**src/rtl/alu_pkg.sv**
```systemverilog
package alu_pkg;

  typedef enum logic [1:0] {
    SEL_AND  = 2'b00,
    SEL_OR   = 2'b01,
    SEL_SUM  = 2'b10,
    SEL_LESS = 2'b11
  } sel_e;

  typedef struct packed {
    logic inv_a;
    logic inv_b;
    sel_e sel;
  } ctl_t;

  localparam int CTL_W = $bits(ctl_t);

endpackage

```
**src/rtl/alu_bit_slice.sv**
```systemverilog
module alu_bit_slice
  import alu_pkg::*;
(
  input  logic a_bit,
  input  logic b_bit,
  input  ctl_t ctl,
  input  logic carry_in,
  input  logic less_in,
  output logic res_bit,
  output logic carry_nxt,
  output logic sum_bit
);

  logic aa;
  logic bb;

  always_comb begin
    aa        = a_bit ^ ctl.inv_a;
    bb        = b_bit ^ ctl.inv_b;
    sum_bit   = aa ^ bb ^ carry_in;
    carry_nxt = (aa & bb) | (carry_in & (aa ^ bb));
    unique case (ctl.sel)
      SEL_AND:  res_bit = aa & bb;
      SEL_OR:   res_bit = aa | bb;
      SEL_SUM:  res_bit = sum_bit;
      default:  res_bit = less_in;
    endcase
  end

endmodule

```
**src/rtl/alu_sign_ext.sv**
```systemverilog
module alu_sign_ext
  import alu_pkg::*;
(
  input  logic sum_msb,
  input  logic carry_into_msb,
  input  logic carry_out_msb,
  input  sel_e sel,
  output logic set_out,
  output logic ovf_out
);

  logic raw_ovf;

  always_comb begin
    raw_ovf = carry_into_msb ^ carry_out_msb;
    set_out = sum_msb ^ raw_ovf;
    ovf_out = (sel == SEL_SUM) & raw_ovf;
  end

endmodule

```
**src/rtl/alu_zero_detect.sv**
```systemverilog
module alu_zero_detect #(
  parameter int WIDTH = 32,
  parameter int GROUP = 8
) (
  input  logic [WIDTH-1:0] res,
  output logic             all_zero
);

  localparam int NGRP = (WIDTH + GROUP - 1) / GROUP;
  localparam int PADW = NGRP * GROUP;

  logic [PADW-1:0] padded;
  logic [NGRP-1:0] grp_any;

  assign padded = PADW'(res);

  for (genvar g = 0; g < NGRP; g++) begin : g_grp
    assign grp_any[g] = |padded[g*GROUP +: GROUP];
  end

  assign all_zero = ~|grp_any;

endmodule

```
**src/rtl/slice_alu.sv**
```systemverilog
module slice_alu
  import alu_pkg::*;
#(
  parameter int WIDTH = 32
) (
  input  logic [WIDTH-1:0] opnd_a,
  input  logic [WIDTH-1:0] opnd_b,
  input  logic [3:0]       alu_ctl,
  output logic [WIDTH-1:0] alu_res,
  output logic             res_zero,
  output logic             carry_out,
  output logic             ovf_flag
);

  localparam int MSB = WIDTH - 1;

  ctl_t             ctl_s;
  logic [WIDTH:0]   carry;
  logic [WIDTH-1:0] sums;
  logic [WIDTH-1:0] less;
  logic             set_sig;

  assign ctl_s    = ctl_t'(alu_ctl);
  assign carry[0] = ctl_s.inv_b;

  for (genvar i = 0; i < WIDTH; i++) begin : g_slice
    if (i == 0) begin : g_lsb
      assign less[i] = set_sig;
    end else begin : g_upper
      assign less[i] = 1'b0;
    end

    alu_bit_slice u_slice (
      .a_bit     (opnd_a[i]),
      .b_bit     (opnd_b[i]),
      .ctl       (ctl_s),
      .carry_in  (carry[i]),
      .less_in   (less[i]),
      .res_bit   (alu_res[i]),
      .carry_nxt (carry[i+1]),
      .sum_bit   (sums[i])
    );
  end

  alu_sign_ext u_sign (
    .sum_msb        (sums[MSB]),
    .carry_into_msb (carry[MSB]),
    .carry_out_msb  (carry[WIDTH]),
    .sel            (ctl_s.sel),
    .set_out        (set_sig),
    .ovf_out        (ovf_flag)
  );

  alu_zero_detect #(.WIDTH(WIDTH)) u_zero (
    .res      (alu_res),
    .all_zero (res_zero)
  );

  assign carry_out = carry[WIDTH];

endmodule

```
**config.mk**
```make
export PLATFORM = sky130hd
export DESIGN_NAME = slice_alu
export DESIGN_NICKNAME = d
export VERILOG_FILES = /design/src/rtl/alu_pkg.sv /design/src/rtl/alu_bit_slice.sv /design/src/rtl/alu_sign_ext.sv /design/src/rtl/alu_zero_detect.sv /design/src/rtl/slice_alu.sv
export SDC_FILE = /design/constraint.sdc
export NUM_CORES = 1
export LEC_CHECK = 0
export BUFFER_PORTS_ARGS = -buffer_cell sky130_fd_sc_hd__buf_2
export CELL_PAD_IN_SITES_DETAIL_PLACEMENT = 0
export CELL_PAD_IN_SITES_GLOBAL_PLACEMENT = 1
export CORE_MARGIN = 2
export CORE_UTILIZATION = 35
export DETAILED_ROUTE_END_ITERATION = 16
export PLACE_DENSITY = 0.78
export SETUP_SLACK_MARGIN = 0.1
export SLEW_MARGIN = 10
export SYNTH_ARGS = -nofsm -noshare
export SYNTH_HDL_FRONTEND = slang
export SYNTH_SLANG_ARGS = --single-unit
```
**constraint.sdc**
```tcl
create_clock -name vclk -period 46.9
set_input_delay 2.345 -clock vclk [all_inputs]
set_output_delay 2.345 -clock vclk [all_outputs]
set_load 0.02 [all_outputs]
```
* Word-level counts from Yosys, hierarchy flattened *
Cells that the tools add are included.

operators by class
  shift-type cells = 0
  add/sub/neg operators = 0
  bitwise operators = 259
  multiply operators = 0
  divide/modulo/power cells = 0
  reduce and logical (&&, ||, !) cells = 3
  magnitude comparators = 0
  muxes and demuxes = 32
  eq/ne operators = 2

operators with widths
  cell                                                 number
  XOR 1 bit                                            130
  case mux 1 bit (3 select lines)                      32
  AND 1 bit                                            65
  bitwise OR 1 bit                                     64
  OR reduction 32 bit                                  1
  equality test 2 x 1 -> 1 bit, second input constant  1
  equality test 2 bit, second input constant           1
  logical NOT 2 bit                                    1
  logical NOT 1 bit                                    1

storage, ports and cells
  word-level logic and storage cells = 296
  output and inout bits = 35
  bits in writable memories = 0
  flip-flop bits (word level) = 0
  memories = 0
  input bits = 68
  bits in read-only memories = 0
  bits in latches = 0

* Longest topological paths before layout *
Gate-level depths: netlist (run 1).

  word-level depth = 71
  gate-level depth with buffers = 42
  depth with buffers taken out = 40

* Cells and area by module *
A second synthesis (run 1) with hierarchy kept.

unflattened totals
  cells, all modules = 399
  area total of the unflattened synthesis = 3544.6 sq um

by module, submodules not included
  module           sequential area each (sq um)  cells each  instances  area an instance (sq um)
  alu_bit_slice    0.0                           12          32         107.6
  alu_zero_detect  0.0                           11          1          72.6
  alu_sign_ext     0.0                           3           1          25.0
  slice_alu        0.0                           1           1          3.8

* Worst setup path after synthesis (run 1) *
Ideal clock, no wire load.

  path type = input -> output
  start = in alu_ctl[2]
  end = out res_zero
  required time = 44.555 ns
  path buffers = 2
  arrival = 15.967 ns
  setup slack = 28.588 ns
  stages = 41
  cells stage by stage = clkbuf_1 > clkbuf_1 > xor2_1 > fa_1 > fa_1 > fa_1 > inv_1 > fa_1 > fa_1 > fa_1 > fa_1 > fa_1 > fa_1 > fa_1 > fa_1 > fa_1 > fa_1 > fa_1 > [... 5 more ...] > fa_1 > fa_1 > fa_1 > fa_1 > fa_1 > fa_1 > fa_1 > fa_1 > fa_1 > inv_1 > fa_1 > fa_1 > fa_1 > mux2i_1 > o22ai_1 > or4_1 > or4_1 > nor4_2

between the ends
  elaborated cells between the ends (all ways) = 260

RTL lines
  what                                   line                   text
  start: declaration                     slice_alu.sv:8         input logic [3:0] alu_ctl,
  XOR 1 bit                              alu_bit_slice.sv:19    bb = b_bit ^ ctl.inv_b;
  XOR 1 bit                              alu_bit_slice.sv:21    carry_nxt = (aa & bb) | (carry_in & (aa ^ bb));
  AND 1 bit                              alu_bit_slice.sv:21
  bitwise OR 1 bit                       alu_bit_slice.sv:21
  AND 1 bit                              alu_bit_slice.sv:21
  bitwise OR 1 bit                       alu_bit_slice.sv:21
  AND 1 bit                              alu_bit_slice.sv:21
  bitwise OR 1 bit                       alu_bit_slice.sv:21
  [... 53 more ...]                      -
  bitwise OR 1 bit                       alu_bit_slice.sv:21
  AND 1 bit                              alu_bit_slice.sv:21
  bitwise OR 1 bit                       alu_bit_slice.sv:21
  XOR 1 bit                              alu_bit_slice.sv:20    sum_bit = aa ^ bb ^ carry_in;
  case mux 1 bit (3 select lines) *      alu_bit_slice.sv:22    unique case (ctl.sel)
  named net g_slice[31].u_slice.res_bit  alu_bit_slice.sv:9     output logic res_bit,
  OR reduction 32 bit *                  alu_zero_detect.sv:21  assign all_zero = ~|grp_any;
  logical NOT 1 bit *                    alu_zero_detect.sv:21
  end: declaration                       slice_alu.sv:10        output logic res_zero,

The timed path passes the listed nets; every way through them passes the cells marked *.

* Worst setup path in the final report (run 1) *
  start = in alu_ctl[3]
  end = out res_zero

between the ends
  cells in the longest elaborated chain, start to end = 71
  elaborated cells between the ends (all ways) = 260

RTL lines
  what                             line                                      text
  XOR 1 bit                        alu_bit_slice.sv:18                       aa = a_bit ^ ctl.inv_a;
  XOR 1 bit                        alu_bit_slice.sv:20, alu_bit_slice.sv:21
  AND 1 bit                        alu_bit_slice.sv:21
  bitwise OR 1 bit                 alu_bit_slice.sv:21
  AND 1 bit                        alu_bit_slice.sv:21
  bitwise OR 1 bit                 alu_bit_slice.sv:21
  AND 1 bit                        alu_bit_slice.sv:21
  bitwise OR 1 bit                 alu_bit_slice.sv:21
  [... 55 more ...]                -
  bitwise OR 1 bit                 alu_bit_slice.sv:21
  AND 1 bit                        alu_bit_slice.sv:21
  bitwise OR 1 bit                 alu_bit_slice.sv:21
  XOR 1 bit                        alu_sign_ext.sv:15                        raw_ovf = carry_into_msb ^ carry_out_msb;
  XOR 1 bit                        alu_sign_ext.sv:16                        set_out = sum_msb ^ raw_ovf;
  case mux 1 bit (3 select lines)  alu_bit_slice.sv:22
  OR reduction 32 bit *            alu_zero_detect.sv:21
  logical NOT 1 bit *              alu_zero_detect.sv:21

Mark *: on every way between the ends. The rest lies on a longest branch, timed or not.

==> results of run 1 <==
cell families (layout without fill, tap and decap cells):
logic type / count (synthesis) / in the layout / synth area share (%)
buffers and inverters: 131 / 183 / 18.6
AOI/OAI and AO/OA: 50 / 50 / 9.64
and+or+nand+nor: 44 / 44 / 8.56
muxes: 17 / 17 / 4.91
adders and majority gates: 96 / 96 / 41.6
xor gates and xnor gates: 66 / 66 / 16.7
final cells by class:
class / count / share of cell area (%)
inverters: 77 / 7.58
multi-input cells: 273 / 73.9
repair buffers: 106 / 14.1
well taps: 133 / 4.36
per-layer routing:
layer	part of all wire, %	GRT usage (%)
met1	47	20.2
met2	49	25.7
met3	3.8	1.13
met4	0.46	0.676
met5	0	0
cell usage after synthesis, types with 9 or more instances:
cell type	count	area, um2
or4_1	9	67.6
fa_1	32	641
o21ai_0	9	45.0
o31a_1	14	123
o22ai_1	16	100
xor2_1	60	526
ha_1	64	801
inv_1	77	289
buf_4	32	240
mux2i_1	17	170
buf_2	9	45.0
nor2b_1	29	181
path summary, 6_finish.rpt:
path	startpoint	to	slack, ps
setup / recovery	alu_ctl[3]	res_zero	27930
hold / removal	opnd_b[30]	alu_res[30]	5320
where the power goes:
part,switching (mW),internal (mW),total [mW],leakage (nW)
clock,0,0,0,0
combinational,0.0357,0.0240,0.0597,2.11
sequential,0,0,0,0
total,0.0357,0.0240,0.0597,2.11
metrics by stage:
step                      hold slack (ps)  area (um2)  total power [mW]
final                                5320        3810            0.0597
after global routing                 5390        3810            0.0683
after CTS                            5320        3810            0.0609
after detailed placement             5320        3810            0.0606
after global placement               5300        3810            0.0590
after floorplan                      4940        3470            0.0499
critical path, delay by kind of cell:
family                   cells  cell delay, ps
multiplexers                 1             140
adder cells (fa/ha/maj)     31           11280
AO/OA/AOI/OAI                2             360
buffers and inverters        5             880
XOR/XNOR                     1             210
AND/OR/NAND/NOR              3            1380
==> results.md, run 1 <==
- Resized Gates After CTS: 0
- FFs & Latches: 0
- DR vias: 2,603
- Total Wirelength: 7820 um
- Vias/cell: 4.42
- Slew @ Worst Pin: 893 ps
- Fin crit share: 40.4%
- Total GRT Usage: 14.5%
- DRC Markers: 0
- Syn Inst Count: 404
- Min-delay worst type: in -> out
- Core Area: 9680 um2
- Total power density per cell area: 15.7 nW/um2
- Filler Cell Count: 1,012
- Die width: 104 um
- First-pass GRT wire length: 13,100 um
- DP HPWL: 6370 um
- Maxcap violations: 0
- Slew Viols, Final: 0
- Seq/Total Area, Yosys: 0%
- DRT Pass-1 Iters: 4
- CP Launch Type: input pin
- Mapped Area: 3470 um2
- Minimum clock period: 18,970 ps
- Final setup vio count: 0
- Max stage delay cell, worst path: or4_1
- Pleak: 2.11 nW
- RSZ-0062 raised after global routing: no
- Initial Utilization: 35.8%
- Max Freq: 0.0527 GHz
- Final net count: 622
- Fraction of layout cells with a size suffix above 1: 23.7%
- Vias in the first global route: 2,721
- CP Capture Type: primary output
- # IOs: 103
- Initial DRC Count: 64
- Relative slew slack: 40.5%
- Hold Path Stages: 6
- P&R area growth vs syn: 10.0%
- Placed Cells: 589
- Mapped Nets: 568
- Synth Warn #: 0
- Post-DRT Antenna Nets: 0
- Non-Filler Instances: 589
- Required @ worst endpoint: 44,560 ps
- CP max stage delay: 570 ps
- Final Hold Viols: 0
- # clk buffers: 0
- Most frequent cells in the layout: buf_2, inv_1, ha_1
- Worst setup slack after placement: 27,870 ps
- Setup TNS: 0 ps
- Commonest non-fill, non-tap cell in the layout: buf_2
- Outcome: finished, final reports clean
- Post-CTS Repair Setup Buffers: 0
- Register area: 0 um2
- Final setup margin: 27,930 ps
- Critical path fanouts, max: 32
- Hold-fix buffers, CTS: 0
- IO buf count: 103
- CP Class: in -> out
- Final Util: 39.4%
- Synth unique cells: 27
- Total gr overflow: 0
- Die area: 10,700 um2
- Worst VDD drop: 0.00481 mV
- Final RePlAce weighted congestion: 0.756
- Avg Cell Area, Syn: 8.58 um2
- Area occupied by multi-input gates: 2820 um2
- Ant. Diodes: 0
- Row count: 36
- Largest net degree at the start of global routing: 67
- Worst path arrival time: 16,620 ps
- Die Y: 104 um
- Routed len/inst: 13.3 um
- Initial antenna violation count: 0
- CP dominant cell by count: fa_1
Note: power is estimated with default switching activity, not from simulation.
==> run 2, diff against run 1 <==
ABC_AREA = 1   (was default)
PLACE_DENSITY = 0.8   (was 0.78)
clock period = 19.9 ns   (was 46.9 ns; I/O delays follow)
==> run 2 against run 1 <==
  * Hold slack got worse by 2800 ps
  * Via count rose by 11%
  * Largest cell class unchanged
  * Routed wire length rose by 0.81%
  * Global-route usage barely moved
  * Setup slack got worse by 23000 ps
==> results.md, run 2 <==
- Outcome: finished, final reports clean
- Most frequent cells in the layout: inv_1, buf_2, nand2_1
- Ant. Diodes: 0 (unchanged)
- # clk buffers: 0 (unchanged)
- Synth top area cells: ha_1, fa_1, xnor2_1
- Row count: 36 (unchanged)
- Slew @ Worst Pin: 691 ps (-202 ps)
- P&R area growth vs syn: 10.3%
- Mux contribution to synthesized area: 0% (-4.9 points)
- Resized Gates After CTS: 0 (unchanged)
- Synth cell count leaders: inv_1, nand2_1, ha_1
- Min-delay worst type: in -> out
- Commonest non-fill, non-tap cell in the layout: inv_1
- Area occupied by multi-input gates: 2750 um2 (-2.6%)
- Fraction of layout cells with a size suffix above 1: 19.6% (-4.0 points)
- Core Area: 9820 um2 (+1.4%)
- Total power: 143 uW (+140%)
- Simple-Gate Fraction of Synth Area: 20.5% (+12 points)
- CP max stage delay: 450 ps (-120 ps)
- First-pass GRT wire length: 13,400 um (+2.3%)
- CP Capture Type: primary output
- Max Freq: 0.0648 GHz
- Total GRT Usage: 14.5% (+0.033 points)
- Min-Delay Endpoint: ovf_flag
- Filler Cell Count: 1,104 (+9.1%)
- Final Hold Viols: 0 (unchanged)
- Seq/Total Area, Yosys: 0% (unchanged)
- Internal power: 54.7 uW (+130%)
- FFs & Latches: 0 (unchanged)
- Post-DRT Antenna Nets: 0 (unchanged)
- Total power density per cell area: 36.5 nW/um2 (+130%)
- Psw: 88.2 uW (+150%)
- Syn Inst Count: 503 (+25%)
- Synth Warn #: 0 (unchanged)
- Hold Path Stages: 3 (-3)
- Initial Utilization: 36.1% (+0.31 points)
- IO buf count: 103 (unchanged)
- Metal2 WL: 4070 um (+5.8%)
- Total gr overflow: 0 (unchanged)
- Comb power frac: 100.0% (about the same)
- DP HPWL: 6470 um (+1.6%)
- Top Layer Used: met4
- Die width: 105 um (+1.1%)
- Register area: 0 um2 (unchanged)
- Minimum clock period: 15,430 ps
- Routed len/inst: 11.4 um (-14%)
- Vias in the first global route: 2,856 (+5.0%)
- XOR/XNOR share of the synthesized area: 16.1% (-0.62 points)
- Adder-Cell Fraction of Synth Area: 40.7% (-0.92 points)
- Initial DRC Count: 80 (+25%)
- DRC Markers: 0 (unchanged)
- Die area: 10,900 um2 (+2.2%)
- CP Launch Type: input pin
- Pleak: 2.25 nW (+6.4%)
- Hold path startpoint: alu_ctl[0]
- Maxcap violations: 0 (unchanged)
- Largest net degree at the start of global routing: 35 (-48%)
- Met1 Wirelength: 3460 um (-5.0%)
- Initial antenna violation count: 0 (unchanged)
- Share of the synthesized area in the top cell type: 22.6% (-0.51 points)
- Switching Share: 61.7% (+2.0 points)
- Synth Area in Compound Gates: 0.141% (-9.5 points)
- Total Wirelength: 7880 um (+0.81%)
- Final setup vio count: 0 (unchanged)
- Relative slew slack: 53.8% (+13 points)
- Sequential fraction of design power: 0% (unchanged)
- Count leader, synth: inv_1
- Hold-fix buffers, CTS: 0 (unchanged)
- Die Y: 105 um (+1.1%)
- Critical path fanouts, max: 32 (unchanged)
- Fin crit share: 77.5%
- CP Class: in -> out
- Largest area contributor in the synthesized netlist: ha_1
- Post-CTS Repair Setup Buffers: 0 (unchanged)
- Setup TNS: 0 ps (unchanged)
- Placed Cells: 693 (+18%)
- Max stage delay cell, worst path: buf_4
- Final Util: 39.8% (+0.45 points)
- Worst VDD drop: 0.0115 mV (+140%)
- DR vias: 2,899 (+11%)
- Slew Viols, Final: 0 (unchanged)
- Vias/cell: 4.18 (-5.3%)
- Avg Cell Area, Syn: 7.05 um2 (-18%)
- Power share of the clock group: 0% (unchanged)
- CP dominant cell by count: fa_1
- RSZ-0062 raised after global routing: no
- Final RePlAce weighted congestion: 0.803 (+6.2%)
- Final net count: 726 (+17%)
- Worst path arrival time: 14,430 ps (-2190 ps)
- Mapped Area: 3540 um2 (+2.3%)
- Met3 WL post-DR: 303 um (+2.0%)
- Synth unique cells: 18 (-33%)
- # IOs: 103 (unchanged)
- Required @ worst endpoint: 18,910 ps (-25,650 ps)
- Mapped Nets: 667 (+17%)
- Non-Filler Instances: 693 (+18%)
- Combinational family with the most area after synthesis: adder cells
- DRT Pass-1 Iters: 4 (unchanged)
## run 2: cell count changes after synthesis, sizes merged, moves of 4 or more
cell / previous run / this run
or4: 9 / 0
xnor2: 6 / 60
nand2: 0 / 99
xor2: 60 / 5
clkbuf: 6 / 2
nor2b: 30 / 0
nor2: 2 / 24
nand3b: 0 / 6
o21ai: 15 / 1
mux2i: 17 / 0
inv: 77 / 122
o22ai: 16 / 0
o31a: 14 / 0
nand3: 0 / 39
## run 2: kinds of logic after synthesis
group / after synthesis
adder cells (fa/ha/maj): 96
AND/OR/NAND/NOR: 170
buffers and inverters: 171
XOR/XNOR: 65
AO/OA/AOI/OAI: 1
## run 2: layer usage
metal  GRT usage, %  up-vias
met3          0.936        4
met2           28.1       63
li1               -     1506
met4          0.762        0
met5              0        -
met1           18.4     1326
## run 2: worst max-delay path, delay by kind of cell
kind                     cells  cell delay, ps
buffers and inverters        5             840
XOR/XNOR                     1             300
adder cells (fa/ha/maj)     31           11440
AND/OR/NAND/NOR              8             740
AO/OA/AOI/OAI                1             110
## run 2: worst max path at each step
stage               slack (ps)  cells past startpoint       start       end
finish                    4470                     46  alu_ctl[3]  res_zero
CTS                       4390                     46  alu_ctl[3]  res_zero
global placement          4720                     46  alu_ctl[3]  res_zero
floorplan                 5540                     44  alu_ctl[2]  res_zero
global route              3830                     46  alu_ctl[3]  res_zero
detailed placement        4420                     46  alu_ctl[3]  res_zero
## run 2: per-stage QoR
stage	cell area, um2	setup WS (ps)	hold WS [ps]
2_1_floorplan	3540	5540	2250
3_3_place_gp	3910	4720	2530
3_5_place_dp	3910	4420	2530
4_1_cts	3910	4390	2530
5_1_grt	3910	3830	2560
6_report	3910	4470	2520
## run 2: final cells by class
| class | instances | share of cell area (%) |
|---|---|---|
| well taps | 133 | 4.25 |
| multi-input cells | 332 | 70.2 |
| repair buffers | 106 | 13.8 |
| inverters | 122 | 11.8 |
## run 2: power by group through the flow
stage,logic [mW],clock network [mW],registers (mW)
4_1_cts,0.146,0,0
2_1_floorplan,0.121,0,0
3_5_place_dp,0.145,0,0
6_report,0.143,0,0
3_3_place_gp,0.141,0,0
5_1_grt,0.165,0,0
